`src/rtl/bm_pkg.sv`:
```
package bm_pkg;
  typedef enum logic [1:0] {
    OP_NONE = 2'b00,
    OP_TERN = 2'b01,
    OP_PERM = 2'b10,
    OP_RSVD = 2'b11
  } bm_op_e;
endpackage

```
`src/rtl/tern_lut.sv`:
```
module tern_lut #(
  parameter int unsigned W = 64
) (
  input  logic [W-1:0] a_i,
  input  logic [W-1:0] b_i,
  input  logic [W-1:0] c_i,
  input  logic [7:0]   imm_i,
  output logic [W-1:0] res_o
);
  for (genvar gi = 0; gi < W; gi++) begin : g_bit
    // index order: b is MSB, a middle, c LSB
    assign res_o[gi] = imm_i[{b_i[gi], a_i[gi], c_i[gi]}];
  end
endmodule

```
`src/rtl/xor_permute.sv`:
```
module xor_permute #(
  parameter int unsigned W = 64,
  localparam int unsigned IDX_W = $clog2(W),
  localparam int unsigned HALF = W / 2
) (
  input  logic [W-1:0]     data_i,
  input  logic [IDX_W-1:0] ctl_i,
  input  logic             half_i,
  output logic [W-1:0]     perm_o
);
  logic [W-1:0] full_w;
  logic [W-1:0] half_w;

  for (genvar gi = 0; gi < W; gi++) begin : g_bit
    logic [IDX_W-1:0] fidx;
    assign fidx       = IDX_W'(gi) ^ ctl_i;
    assign full_w[gi] = data_i[fidx];
    if (gi < HALF) begin : g_lo
      logic [IDX_W-2:0] hidx;
      assign hidx       = (IDX_W-1)'(gi) ^ ctl_i[IDX_W-2:0];
      assign half_w[gi] = data_i[hidx];
    end else begin : g_hi
      assign half_w[gi] = 1'b0;
    end
  end

  assign perm_o = half_i ? half_w : full_w;
endmodule

```
`src/rtl/bitmanip_unit.sv`:
```
module bitmanip_unit
  import bm_pkg::*;
#(
  parameter int unsigned DATA_W = 64,
  localparam int unsigned IDX_W = $clog2(DATA_W)
) (
  input  logic [DATA_W-1:0] src_a_i,
  input  logic [DATA_W-1:0] src_b_i,
  input  logic [DATA_W-1:0] src_c_i,
  input  logic [7:0]        tt_imm_i,
  input  logic [1:0]        op_sel_i,
  input  logic              half_mode_i,
  output logic [DATA_W-1:0] result_o,
  output logic              valid_o
);
  bm_op_e            op_e;
  logic [DATA_W-1:0] tern_res;
  logic [DATA_W-1:0] perm_res;

  assign op_e = bm_op_e'(op_sel_i);

  tern_lut #(.W(DATA_W)) u_tern (
    .a_i  (src_a_i),
    .b_i  (src_b_i),
    .c_i  (src_c_i),
    .imm_i(tt_imm_i),
    .res_o(tern_res)
  );

  xor_permute #(.W(DATA_W)) u_perm (
    .data_i(src_a_i),
    .ctl_i (src_b_i[IDX_W-1:0]),
    .half_i(half_mode_i),
    .perm_o(perm_res)
  );

  always_comb begin
    result_o = '0;
    valid_o  = 1'b0;
    unique case (op_e)
      OP_TERN: begin
        result_o = tern_res;
        valid_o  = 1'b1;
      end
      OP_PERM: begin
        result_o = perm_res;
        valid_o  = 1'b1;
      end
      default: ;
    endcase
  end
endmodule

```
`config.mk`:
```
export PLATFORM = sky130hd
export DESIGN_NAME = bitmanip_unit
export DESIGN_NICKNAME = d
export VERILOG_FILES = /design/src/rtl/bm_pkg.sv /design/src/rtl/tern_lut.sv /design/src/rtl/xor_permute.sv /design/src/rtl/bitmanip_unit.sv
export SDC_FILE = /design/constraint.sdc
export NUM_CORES = 1
export LEC_CHECK = 0
export BUFFER_PORTS_ARGS = -buffer_cell sky130_fd_sc_hd__buf_2
export CAP_MARGIN = 20
export CELL_PAD_IN_SITES_DETAIL_PLACEMENT = 0
export CELL_PAD_IN_SITES_GLOBAL_PLACEMENT = 1
export CORE_MARGIN = 10
export CORE_UTILIZATION = 45
export DETAILED_ROUTE_END_ITERATION = 8
export PLACE_DENSITY_LB_ADDON = 0.12
export SYNTH_ARGS = -nofsm -noshare
export SYNTH_HDL_FRONTEND = slang
export SYNTH_SLANG_ARGS = --single-unit
```
`constraint.sdc`:
```
create_clock -name vclk -period 4.08
set_input_delay 0.204 -clock vclk [all_inputs]
set_output_delay 0.204 -clock vclk [all_outputs]
set_load 0.03 [all_outputs]
```
After elaboration in Yosys (flattened, before gate mapping)
Index checks and enable logic that the tools add are counted.
{"block": "op_classes", "n_mux": 323, "eq_ne": 2, "bitwise_logic": 63, "magnitude_cmp": 160, "n_reduce_logical": 1}
{"operator": "6-bit by 7-bit less-than comparator with 1-bit output, second input constant", "count": 64}
{"operator": "1-bit binary-select mux with 6-bit select", "count": 64}
{"operator": "3-bit by 4-bit less-than comparator with 1-bit output, second input constant", "count": 64}
{"operator": "5-bit by 7-bit less-than comparator with 1-bit output, second input constant", "count": 32}
{"operator": "1-bit binary-select mux with 3-bit select", "count": 64}
{"operator": "1-bit 2-to-1 mux", "count": 161}
{"operator": "1-bit binary-select mux with 5-bit select", "count": 32}
{"operator": "64-bit case mux with 2 select lines", "count": 1}
{"operator": "64-bit 2-to-1 mux", "count": 1}
{"operator": "3-bit NOT", "count": 20}
{"operator": "4-bit NOT", "count": 15}
{"operator": "2-bit NOT", "count": 15}
{"operator": "5-bit NOT", "count": 6}
{"operator": "1-bit NOT", "count": 6}
{"operator": "6-bit NOT", "count": 1}
{"operator": "2-bit by 1-bit == test with 1-bit output, second input constant", "count": 1}
{"operator": "2-bit == test, second input constant", "count": 1}
{"operator": "2-bit OR reduction", "count": 1}
{"block": "word_totals", "register_bits": 0, "input_bits": 203, "output_inout_bits": 65}

Longest topological paths before layout
{"block": "depth", "word_depth": 5, "mapped_depth": 8}

By module
A second synthesis with hierarchy kept.
{"block": "hier_totals", "cells_unflattened": 704, "area_unflattened_um2": 9328.9}
{"mod": "xor_permute", "n_inst": 1, "area_each_um2": 4309.1, "cells_each": 304}
{"mod": "tern_lut", "n_inst": 1, "area_each_um2": 3948.8, "cells_each": 246}
{"mod": "bitmanip_unit", "n_inst": 1, "area_each_um2": 1071.0, "cells_each": 154}

Least setup slack after synthesis
OpenSTA, ideal clock, no wires.
{"block": "synth_timing", "kind": "in2out", "start": "in src_b_i[3]", "end": "out result_o[18]", "stages": 8, "slack_ps": 1616, "required_ps": 3876, "arrival_ps": 2260, "cell_sequence": "buf_4 > buf_4 > buf_2 > mux4_1 > mux4_1 > mux2_2 > nand2_1 > o221ai_1"}
{"block": "synth_via", "elab_chain_len": 4}
{"item": "start, declared", "line_no": "bitmanip_unit.sv:8", "source": "input logic [DATA_W-1:0] src_b_i,"}
{"item": "1-bit binary-select mux with 6-bit select / 1-bit binary-select mux with 5-bit select (equally long branches)", "line_no": "xor_permute.sv:17, xor_permute.sv:21"}
{"item": "1-bit 2-to-1 mux (on tied branches)", "line_no": "xor_permute.sv:17, xor_permute.sv:21"}
{"item": "64-bit 2-to-1 mux (*)", "line_no": "xor_permute.sv:27", "source": "assign perm_o = half_i ? half_w : full_w;"}
{"item": "64-bit case mux with 2 select lines (*)", "line_no": "bitmanip_unit.sv:40", "source": "unique case (op_e)"}
{"item": "end, declared", "line_no": "bitmanip_unit.sv:13", "source": "output logic [DATA_W-1:0] result_o,"}
Mark *: on every way between the ends. The rest lies on a longest branch, timed or not. The select of a mux whose other input is x is not followed.

Worst setup path after layout
{"block": "layout_timing", "start": "in src_b_i[3]", "end": "out result_o[63]"}
{"block": "layout_via", "elab_chain_len": 5}
{"item": "6-bit NOT (no line)"}
{"item": "1-bit binary-select mux with 6-bit select", "line_no": "xor_permute.sv:17", "source": "assign full_w[gi] = data_i[fidx];"}
{"item": "1-bit 2-to-1 mux (not written as such)", "line_no": "xor_permute.sv:17"}
{"item": "64-bit 2-to-1 mux", "line_no": "xor_permute.sv:27"}
{"item": "64-bit case mux with 2 select lines", "line_no": "bitmanip_unit.sv:40"}
No other way between the ends. The select of a mux whose other input is x is not followed.

==> summary.txt <==
Worst hold path
  • Worst hold stages: 4
  • Min-delay worst type: in -> out

Route
  • DRC violations left: 0
  • Iteration count of the initial detailed-routing pass: 6
  • Initial DRC Count: roughly 1,200
  • WL per Instance: 35.05 um
  • Final antenna-violating net count: 0
  • DR vias: between 8,000 and 9,000
  • Routed vias/inst: 7.824
  • Routed WL: 40.24 mm

Synthesis
  • Seq/Total Area, Yosys: 0%
  • Cell area after synthesis: around 0.0085 mm^2
  • Syn. warnings: 0
  • Syn nets: 940
  • Yosys cell types: 32
  • Post-synthesis area per instance: 11.56 um^2
  • Post-synthesis cell count: about 740

Final layout
  • Design Area, Final: around 0.010 mm^2
  • Multi-input logic area: roughly 0.0080 mm^2
  • Share of layout cells above drive strength 1: about three fifths
  • FF+latch count: 0
  • Fillcell total: approximately 1,700
  • Clkbuf count: 0
  • Finished Layout Cells: approximately 1,100
  • Area grow syn2layout: 17.92%
  • Reg area: 0 um^2
  • Final #Nets: roughly 1,100

Die
  • Top Ports: 268
  • Die Width: 157.4 um
  • Starting density of the core: between 40% and 50%
  • Die height: about 160 um
  • Row count: 50
  • Core Area: about 0.019 mm^2
  • Die area: between 0.02 and 0.025 mm^2

Placed design
  • Placed cell areas: around 0.0098 mm^2
  • Placed Instances: 1,138
  • Hpwl dp: 31.08 mm
  • Pre-CTS WS: just over 0.9 ns
  • Port bufs: about 270
  • Placer Congestion: roughly 1

Pwr
  • Lkg Pwr: around 4 nW
  • VDD IR-drop max: around 0.22 mV
  • Tot Pwr: 1.552 mW
  • Pwr Density: ~150 mW/mm^2

Critical path
  • Worst setup path class: in -> out
  • Worst Setup EP: result_o[63]
  • Critical path peak fanout: 24
  • Crit. Startpoint: src_b_i[3]
  • CP Capture Type: output port
  • CP Data Required Time: 3.88 ns
  • Kind of start point of the critical path: input pin
  • Crit path DAT: slightly below 3 ns

Clocking
  • Setup bufs post-CTS: 0
  • Post-cts sizing count: 0
  • Post-CTS Hold Buffers: 0

GRT
  • GR Util met2: around 48%
  • Overall Global Routing Usage: 30.64%
  • Initial antenna violation count: 3
  • Vias in the first global route: between 8,000 and 9,000
  • Met1 usage: 40.40%
  • Congestion Overflow GR: 0
  • M3 GR Usage: a little over a tenth
  • First-pass GRT wire length: about 57 mm
  • Most Used Layer, Global Route: met2
  • Pin count of the biggest net entering global routing: 65

Status
  • Outcome: finished, final reports clean

Timing
  • Max_slew headroom: about 20%
  • Tcrit/Tclk final: 76.93%
  • Final setup fails: 0
  • Fin. Hold Viols: 0
  • Sum Neg Setup Slack: 0 ns
  • Actual slew at the worst max-slew pin: roughly 1.2 ns
  • Max frequency: between 300 and 400 MHz
  • RSZ-0062 raised after global routing: false
  • Fin. max-slew vios: 0
  • Minimum clock period: 3.139 ns
  • Setup slack after layout: around 0.94 ns

Run
  • Max_cap viols: 0
[metal layers]
metal / wire (um) / vias up
li1: - / 3610
met1: 14860 / 4606
met2: 19090 / 705
met3: 5568 / 59
met4: 706 / 2
met5: 13 / -
[power breakdown]
part	internal (mW)	total [mW]	switching (mW)
registers	0	0	0
logic	0.685	1.55	0.868
clock network	0.0000000328	0.0000000328	0
total	0.685	1.55	0.868
[cell families (layout without fill, tap and decap cells)]
group,Yosys count,after routing,share of synthesized area [%]
adders and majority gates,2,2,0.2945
muxes,380,380,76.04
AOI/OAI and AO/OA,134,134,12.70
other,0,1,0
buffers and inverters,118,296,5.906
and+or+nand+nor,101,101,5.066
[how the worst min path moves through the flow]
stage | endpoint | slack (ns) | start
6_report | result_o[24] | 0.94 | src_b_i[24]
3_3_place_gp | valid_o | 0.93 | op_sel_i[1]
5_1_grt | result_o[24] | 0.95 | src_b_i[24]
4_1_cts | result_o[24] | 0.93 | src_b_i[24]
2_1_floorplan | valid_o | 0.68 | op_sel_i[1]
3_5_place_dp | result_o[24] | 0.93 | src_b_i[24]
[Yosys cell counts (2+ instances only)]
| master | count | area share, % |
|---|---|---|
| o22ai_1 | 24 | 1.8 |
| mux4_1 | 10 | 3.1 |
| o21ai_0 | 4 | 0.24 |
| nand2_1 | 49 | 2.2 |
| clkbuf_1 | 84 | 3.7 |
| mux4_2 | 193 | 51 |
| o221ai_1 | 32 | 3.3 |
| o32a_1 | 8 | 0.94 |
| nor2b_1 | 4 | 0.29 |
| nand3_1 | 4 | 0.24 |
| nor2_1 | 29 | 1.3 |
| a22o_1 | 5 | 0.52 |
| a22oi_1 | 20 | 1.8 |
| buf_4 | 4 | 0.35 |
| ha_1 | 2 | 0.29 |
| buf_1 | 9 | 0.40 |
| mux2_2 | 63 | 8.4 |
| nand4_1 | 8 | 0.59 |
| a221o_1 | 12 | 1.4 |
| a41oi_1 | 12 | 1.2 |
| mux2i_1 | 114 | 13 |
| buf_2 | 16 | 0.94 |
| inv_1 | 3 | 0.13 |
| o31ai_1 | 16 | 1.4 |
| nand2b_1 | 3 | 0.22 |
[stage by stage]
step | hold slack (ns) | utilization (%)
2_1_floorplan | 0.6769 | -
3_3_place_gp | 0.9251 | 52.48
3_5_place_dp | 0.9294 | 52.48
4_1_cts | 0.9294 | 52.48
5_1_grt | 0.9480 | 53.74
6_report | 0.9369 | 53.74
[critical path: stages]
cell and delay [ns]:
buf_2 0.47, buf_4 0.33, buf_4 0.22, mux4_1 0.41
mux2i_1 0.37, mux2i_1 0.13, mux2_2 0.31, a221o_1 0.31
buf_2 0.18
[layout by cell type, fill, tap and decap left out]
cell type,count
o32a_1,8
mux4_2,193
diode_2,1
a22oi_1,20
nor2_1,28
nand3_1,4
and2_1,1
o22ai_1,24
nand4_1,8
nor2b_1,4
mux4_1,10
nand2_1,48
ha_1,2
buf_4,16
mux2_2,63
buf_2,267
nor3_2,1
buf_6,1
nand2b_1,3
mux2i_1,114
o21ai_0,4
nor2_2,1
a221oi_1,1
a41oi_1,12
a22o_1,5
or2_2,1
nand2_2,1
buf_16,8
buf_12,1
inv_1,3
o221ai_1,32
a221o_1,12
o31ai_1,16
or3_1,1
[cell type report]
type	count	share of cell area [%]
well taps	234	2.922
repair buffers	293	17.05
inverters	3	0.1124
multi-input cells	617	79.89
diodes	1	0.02498
Note: power is estimated with default switching activity, not from simulation.
